$ cat config.mk
export PLATFORM = sky130hd
export DESIGN_NAME = irq_flag_latch
export DESIGN_NICKNAME = d
export VERILOG_FILES = /design/src/rtl/irq_latch_pkg.sv /design/src/rtl/irq_pin_sync.sv /design/src/rtl/irq_clr_decode.sv /design/src/rtl/irq_ext_flag.sv /design/src/rtl/irq_rx_flag.sv /design/src/rtl/irq_vec_fsm.sv /design/src/rtl/irq_flag_latch.sv
export SDC_FILE = /design/constraint.sdc
export NUM_CORES = 1
export LEC_CHECK = 0
export CAP_MARGIN = 20
export CORE_MARGIN = 10
export CORE_UTILIZATION = 36
export CTS_CLUSTER_SIZE = 8
export DETAILED_ROUTE_END_ITERATION = 10
export GPL_TIMING_DRIVEN = 1
export HOLD_SLACK_MARGIN = 0.12
export PLACE_DENSITY = 0.77
export SLEW_MARGIN = 5
export SYNTH_ARGS = -nofsm -noshare
export SYNTH_HDL_FRONTEND = slang
export SYNTH_SLANG_ARGS = --single-unit
$ cat constraint.sdc
create_clock -name clk -period 1.7 [get_ports clk]
set_clock_uncertainty 0.15 [all_clocks]
set_input_delay 0.17 -clock clk [delete_from_list [all_inputs] [get_ports clk]]
set_output_delay 0.17 -clock clk [all_outputs]
set_load 0.01 [all_outputs]
$ cat src/rtl/irq_latch_pkg.sv
package irq_latch_pkg;

    localparam int NUM_SRC = 2;
    localparam int SRC_EXT = 0;
    localparam int SRC_RX  = 1;

    typedef enum logic [1:0] {
        VS_IDLE  = 2'd0,
        VS_WAIT  = 2'd1,
        VS_DRIVE = 2'd2
    } vec_state_e;

endpackage

$ cat src/rtl/irq_pin_sync.sv
module irq_pin_sync #(
    parameter int W      = 1,
    parameter int STAGES = 2
) (
    input  logic         clk,
    input  logic         rst_n,
    input  logic [W-1:0] d_async,
    output logic [W-1:0] d_sync
);

    localparam int LAST = STAGES - 1;

    for (genvar b = 0; b < W; b++) begin : g_bit
        logic [STAGES-1:0] chain_q;

        if (STAGES == 1) begin : g_one
            always_ff @(posedge clk or negedge rst_n) begin
                if (!rst_n) chain_q <= '0;
                else        chain_q <= d_async[b];
            end
        end else begin : g_many
            always_ff @(posedge clk or negedge rst_n) begin
                if (!rst_n) chain_q <= '0;
                else        chain_q <= {chain_q[STAGES-2:0], d_async[b]};
            end
        end

        assign d_sync[b] = chain_q[LAST];
    end

endmodule

$ cat src/rtl/irq_clr_decode.sv
module irq_clr_decode #(
    parameter int                        NSRC   = 2,
    parameter int                        CODE_W = 8,
    parameter logic [NSRC*CODE_W-1:0]    CODES  = {8'h0B, 8'h0A}
) (
    input  logic              clk,
    input  logic              rst_n,
    input  logic              wr,
    input  logic [CODE_W-1:0] data,
    output logic [NSRC-1:0]   clr_pulse
);

    for (genvar s = 0; s < NSRC; s++) begin : g_src
        localparam logic [CODE_W-1:0] MY_CODE = CODES[s*CODE_W +: CODE_W];
        assign clr_pulse[s] = wr && (data == MY_CODE);
    end

    AST_CLR_ONEHOT: assert property (@(posedge clk) disable iff (!rst_n)
        $onehot0(clr_pulse));

    AST_CLR_NEEDS_WR: assert property (@(posedge clk) disable iff (!rst_n)
        !wr |-> (clr_pulse == '0));

endmodule

$ cat src/rtl/irq_ext_flag.sv
module irq_ext_flag (
    input  logic clk,
    input  logic rst_n,
    input  logic pin_s,
    input  logic level_in,
    input  logic clr,
    output logic pend
);

    logic mode_q;
    logic prev_q;
    logic flag_q;
    logic rise;
    logic to_level;

    assign rise     = pin_s && !prev_q;
    assign to_level = !mode_q && level_in;

    always_ff @(posedge clk or negedge rst_n) begin
        if (!rst_n) begin
            mode_q <= 1'b0;
            prev_q <= 1'b0;
        end else begin
            mode_q <= level_in;
            prev_q <= pin_s;
        end
    end

    always_ff @(posedge clk or negedge rst_n) begin
        if (!rst_n) begin
            flag_q <= 1'b0;
        end else if (to_level) begin
            flag_q <= 1'b0;
        end else if (mode_q) begin
            flag_q <= pin_s;
        end else begin
            flag_q <= rise || (flag_q && !clr);
        end
    end

    assign pend = mode_q ? pin_s : flag_q;

    AST_EXT_EDGE_SET: assert property (@(posedge clk) disable iff (!rst_n)
        (!mode_q && !level_in && rise) |=> flag_q);

    AST_EXT_AUTOCLR: assert property (@(posedge clk) disable iff (!rst_n)
        to_level |=> !flag_q);

    AST_EXT_STICKY: assert property (@(posedge clk) disable iff (!rst_n)
        (!mode_q && !level_in && flag_q && !clr) |=> flag_q);

endmodule

$ cat src/rtl/irq_rx_flag.sv
module irq_rx_flag (
    input  logic clk,
    input  logic rst_n,
    input  logic req,
    input  logic level_en,
    input  logic clr,
    input  logic buf_rd,
    output logic pend
);

    logic lvl_q;
    logic flag_q;
    logic clr_ok;
    logic kill;

    assign clr_ok = clr && !lvl_q;
    assign kill   = clr_ok || buf_rd;

    always_ff @(posedge clk or negedge rst_n) begin
        if (!rst_n) begin
            lvl_q  <= 1'b0;
            flag_q <= 1'b0;
        end else begin
            lvl_q  <= level_en;
            flag_q <= req || (flag_q && !kill);
        end
    end

    assign pend = flag_q;

    AST_RX_LVL_HOLD: assert property (@(posedge clk) disable iff (!rst_n)
        (lvl_q && flag_q && !buf_rd) |=> flag_q);

    AST_RX_SET_WINS: assert property (@(posedge clk) disable iff (!rst_n)
        req |=> flag_q);

    AST_RX_RD_CLEARS: assert property (@(posedge clk) disable iff (!rst_n)
        (buf_rd && !req) |=> !flag_q);

endmodule

$ cat src/rtl/irq_vec_fsm.sv
module irq_vec_fsm
    import irq_latch_pkg::*;
#(
    parameter int              NSRC        = 2,
    parameter int              VEC_W       = 16,
    parameter logic [VEC_W-1:0] VEC_DEFAULT = 16'h0004,
    parameter logic [VEC_W-1:0] VEC_EXT     = 16'h0028,
    parameter logic [VEC_W-1:0] VEC_RX      = 16'h0050
) (
    input  logic             clk,
    input  logic             rst_n,
    input  logic [NSRC-1:0]  pend,
    input  logic             ack,
    input  logic             ack_src,
    input  logic             vec_rd,
    output logic [VEC_W-1:0] vec_out,
    output logic             vec_valid
);

    vec_state_e       state_q, state_d;
    logic             src_q;
    logic [VEC_W-1:0] vec_q;
    logic [VEC_W-1:0] src_vec;
    logic             src_live;

    assign src_live = src_q ? pend[SRC_RX] : pend[SRC_EXT];
    assign src_vec  = src_q ? VEC_RX : VEC_EXT;

    always_comb begin
        state_d = state_q;
        unique case (state_q)
            VS_IDLE:  if (ack)    state_d = VS_WAIT;   // T_ACK
            VS_WAIT:  if (vec_rd) state_d = VS_DRIVE;  // T_READ
            VS_DRIVE:             state_d = VS_IDLE;   // T_DONE
            default:              state_d = VS_IDLE;
        endcase
    end

    always_ff @(posedge clk or negedge rst_n) begin
        if (!rst_n) state_q <= VS_IDLE;
        else        state_q <= state_d;
    end

    always_ff @(posedge clk or negedge rst_n) begin
        if (!rst_n) begin
            src_q <= 1'b0;
            vec_q <= VEC_DEFAULT;
        end else begin
            if (state_q == VS_IDLE && ack) src_q <= ack_src;
            if (state_q == VS_WAIT && vec_rd) vec_q <= src_live ? src_vec : VEC_DEFAULT;
        end
    end

    always_comb begin
        vec_valid = (state_q == VS_DRIVE);
        vec_out   = vec_q;
    end

    AST_VEC_ONE_CYCLE: assert property (@(posedge clk) disable iff (!rst_n)
        vec_valid |=> !vec_valid);

    AST_VEC_DEFAULT: assert property (@(posedge clk) disable iff (!rst_n)
        (state_q == VS_WAIT && vec_rd && !src_live) |=> (vec_valid && vec_out == VEC_DEFAULT));

    AST_VEC_AFTER_READ: assert property (@(posedge clk) disable iff (!rst_n)
        $rose(vec_valid) |-> $past(vec_rd));

endmodule

$ cat src/rtl/irq_flag_latch.sv
module irq_flag_latch
    import irq_latch_pkg::*;
#(
    parameter int                 SYNC_STAGES  = 2,
    parameter int                 CODE_W       = 8,
    parameter int                 VEC_W        = 16,
    parameter logic [CODE_W-1:0]  CLR_CODE_EXT = 8'h0A,
    parameter logic [CODE_W-1:0]  CLR_CODE_RX  = 8'h0B,
    parameter logic [VEC_W-1:0]   VEC_DEFAULT  = 16'h0004,
    parameter logic [VEC_W-1:0]   VEC_EXT      = 16'h0028,
    parameter logic [VEC_W-1:0]   VEC_RX       = 16'h0050
) (
    input  logic              clk,
    input  logic              rst_n,
    input  logic              ext_pin,
    input  logic              ext_level_mode,
    input  logic              rx_req,
    input  logic              rx_level_en,
    input  logic              clr_wr,
    input  logic [CODE_W-1:0] clr_data,
    input  logic              rxbuf_rd,
    input  logic              ack,
    input  logic              ack_src,
    input  logic              vec_rd,
    output logic [NUM_SRC-1:0] pend,
    output logic [VEC_W-1:0]  vec_out,
    output logic              vec_valid
);

    localparam logic [NUM_SRC*CODE_W-1:0] CODE_TABLE = {CLR_CODE_RX, CLR_CODE_EXT};

    logic               pin_s;
    logic [NUM_SRC-1:0] clr_pulse;
    logic               ext_pend;
    logic               rx_pend;

    irq_pin_sync #(.W(1), .STAGES(SYNC_STAGES)) u_sync (
        .clk     (clk),
        .rst_n   (rst_n),
        .d_async (ext_pin),
        .d_sync  (pin_s)
    );

    irq_clr_decode #(.NSRC(NUM_SRC), .CODE_W(CODE_W), .CODES(CODE_TABLE)) u_dec (
        .clk       (clk),
        .rst_n     (rst_n),
        .wr        (clr_wr),
        .data      (clr_data),
        .clr_pulse (clr_pulse)
    );

    irq_ext_flag u_ext (
        .clk      (clk),
        .rst_n    (rst_n),
        .pin_s    (pin_s),
        .level_in (ext_level_mode),
        .clr      (clr_pulse[SRC_EXT]),
        .pend     (ext_pend)
    );

    irq_rx_flag u_rx (
        .clk      (clk),
        .rst_n    (rst_n),
        .req      (rx_req),
        .level_en (rx_level_en),
        .clr      (clr_pulse[SRC_RX]),
        .buf_rd   (rxbuf_rd),
        .pend     (rx_pend)
    );

    assign pend[SRC_EXT] = ext_pend;
    assign pend[SRC_RX]  = rx_pend;

    irq_vec_fsm #(
        .NSRC(NUM_SRC), .VEC_W(VEC_W), .VEC_DEFAULT(VEC_DEFAULT),
        .VEC_EXT(VEC_EXT), .VEC_RX(VEC_RX)
    ) u_fsm (
        .clk       (clk),
        .rst_n     (rst_n),
        .pend      (pend),
        .ack       (ack),
        .ack_src   (ack_src),
        .vec_rd    (vec_rd),
        .vec_out   (vec_out),
        .vec_valid (vec_valid)
    );

    AST_RESET_QUIET: assert property (@(posedge clk) disable iff (!rst_n)
        $rose(rst_n) |-> (pend == '0));

endmodule

==> impl_results.md <==
- CTS tree: built
- Pwr dens: around 1100 mW/mm²
- Most frequent cells in the layout: clkdlybuf4s50_1, dfrtp_1, conb_1, a21oi_1, nand2_1
- #FFs+latches synth: 13
- Lkg Pwr: 0.4254 nW
- Largest net degree at the start of global routing: 14
- Overall routing resource usage: ~6.7%
- Clk root buf: clkbuf_4
- Share of layout cells above drive strength 1: 10.71%
- Worst EP arrival: between 1000 and 1500 ps
- Clk_lat worst skew: 270 ps
- Post-CTS Hold Fix Bufs: 0
- Pre-CTS WS: between 150 and 200 ps
- Crit path required time: 1380 ps
- Setup repair bufs after CTS: 0
- ANT cells: 0
- Nets: 104
- Synth Area in XOR/XNOR: 0%
- Iteration-0 DRC Markers: 3
- Worst-Margin Slew: 565.8 ps
- Final WS setup: 80.23 ps
- CTS sink cnt: 13
- Post-Synthesis Cells: 59
- Total routed wirelength: 1340 µm
- Setup Crit Path Kind: reg2out
- Top Ports: 38
- First-pass GRT wire length: 2083 µm
- Routed len/inst: 12.29 µm
- Worst ir drop on vdd: 0.6347 mV
- Final core occ: 52.01%
- Unrepaired setup endpoints after global routing: no
- Period Utilization, post-route: 95.28%
- Initial antenna violation count: 0
- Post-synthesis mux area share: 5.848%
- Setup TNS: 0 ps
- Largest family of logic cells by synthesized area: buffers and inverters
- Worst setup SP type: flip-flop
- Post-Synth Adder-Cell Area: 0%
- Vias in the first global route: 472
- Die area: 0.003872 mm²
- Final hold vios: 0
- # rows: 15
- Die height: 62.23 µm
- GPL Wtd Cong: 0.6688
- Period minus WS final: between 1500 and 2000 ps
- Initial Utilization: approximately 38%
- Status: complete, no violations
- Simple-gate portion of the synthesized area: around 15%
- Die X: 62.23 µm
- Via/cell ratio: roughly 4
- Core area: 0.001708 mm²
- Final setup fails: 0
- Relative slew slack: 62.17%
- Synth Area in Compound Gates: 8.577%
- DRT Pass-1 Iters: 4
- Worst min path class: in2async
- Most common cell after layout, fill and taps aside: clkdlybuf4s50_1
- Port bufs: 26
- Global route overflow: 0
- Clock buffer depth: 2
- Post-DP HPWL: between 1000 and 1500 µm
- Num CTS Buffers: 3
- Residual DRC count: 0
- Max_cap viols: 0
- Clock-pin slew on the worst setup and hold paths: 80 ps
- Max-slew violations: 0
- H-Tree Depth: 1
- Cell variety after synth: 21
- Yosys warns: 0
- Synth Area per Inst: 10.88 µm²
- Antenna viol nets, final: 0
- Synth Cell Area: 641.9 µm²
- Area Growth Syn to Fin: 38.40%
- Critical Path Fanout Max: 4
- Fmax achieved: ~0.6 GHz
- Sequential area share after synthesis: 50.88%
- Worst setup EP type: output pin
- Via count: 448
## power breakdown
group	switching (mW)	internal, mW
combinational	0.127	0.194
clock	0.0982	0.0908
sequential	0.0439	0.383
total	0.269	0.667
## layer usage
metal | wire, µm | track usage (%)
met1 | 553 | 6.302
met2 | 545 | 9.359
met3 | 232 | 6.093
met4 | 8 | 4.286
met5 | 0 | 0
## cell type report
class                           count  area (µm²)
Clock buffer                        4       26.28
Fill cell                         163       819.5
Inverter                            3       11.26
Multi-Input combinational cell     38       229.0
Sequential cell                    13       326.6
Tap cell                           25       31.28
Timing Repair Buffer               26       264.0
## critical path, cell delays in order, from the launching register on
cell           delay, ps
dfrtp_1              420
mux2_4               320
dlygate4sd2_1        300
## registers in the layout, summed over array words and instances, names as in the netlist
signal                cells
u_ext.mode_q              1
u_fsm.state_q             2
u_fsm.src_q               1
u_fsm.vec_out             3
u_sync.g_bit.chain_q      2
u_rx.lvl_q                1
u_ext.flag_q              1
u_ext.prev_q              1
u_rx.pend                 1
## per-stage QoR
| stage | total power, mW | area, µm² | hold WS [ps] | cells |
|---|---|---|---|---|
| detailed placement | 0.7702 | 858.3 | 188.1 | 105 |
| global route | 0.9982 | 888.4 | 145.5 | 109 |
| floorplan | 0.6212 | 679.4 | -275.6 | 69 |
| finish | 0.9364 | 888.4 | 108.1 | 109 |
| global placement | 0.7607 | 858.3 | 183.8 | 105 |
| CTS | 0.9600 | 883.3 | 124.9 | 109 |
## cell families after synthesis
group / Yosys count
multiplexers: 3
other: 1
flip-flops: 13
buffers and inverters: 18
AO/OA/AOI/OAI: 9
AND/OR/NAND/NOR: 15
## timing repair
item                       in CTS  in global routing
resized for setup               1                  2
hold endpoints to repair        0                  0
setup endpoints to repair       1                  2
## path summary, 6_finish.rpt
| path | from | depth (start not counted) | slack [ps] | endpoint |
|---|---|---|---|---|
| setup / recovery | u_ext.mode_q | 2 | 80 | pend[0] |
| hold / removal | rst_n | 1 | 110 | u_ext.mode_q |
| setup reg to reg | u_ext.mode_q | 3 | 380 | u_fsm.vec_out[2] |
| hold reg to reg | u_sync.g_bit[0].chain_q[0] | 0 | 200 | u_sync.g_bit[0].chain_q[1] |
| max in group asynchronous | rst_n | 1 | 920 | u_fsm.vec_out[2] |
| min in group clk | ext_pin | 1 | 180 | u_sync.g_bit[0].chain_q[0] |
## cell usage after synthesis
library cell,n,share of area (%)
o21ai_2,1,1.4
mux2_2,2,3.5
inv_1,3,1.8
nand3b_1,1,1.2
o21bai_1,1,1.2
conb_1,1,0.58
dfstp_2,1,4.1
buf_4,15,18
nand2b_1,3,2.9
a21oi_1,4,3.1
nand2_1,4,2.3
o41ai_1,1,1.4
mux2_4,1,2.3
nor2_1,2,1.2
o21ai_0,2,1.6
dfrtp_1,12,47
and4bb_2,1,1.9
and4b_1,1,1.6
nor3b_1,1,1.2
nor2b_1,1,0.98
nor4bb_1,1,1.6
Power figures use the tool's default switching activity.
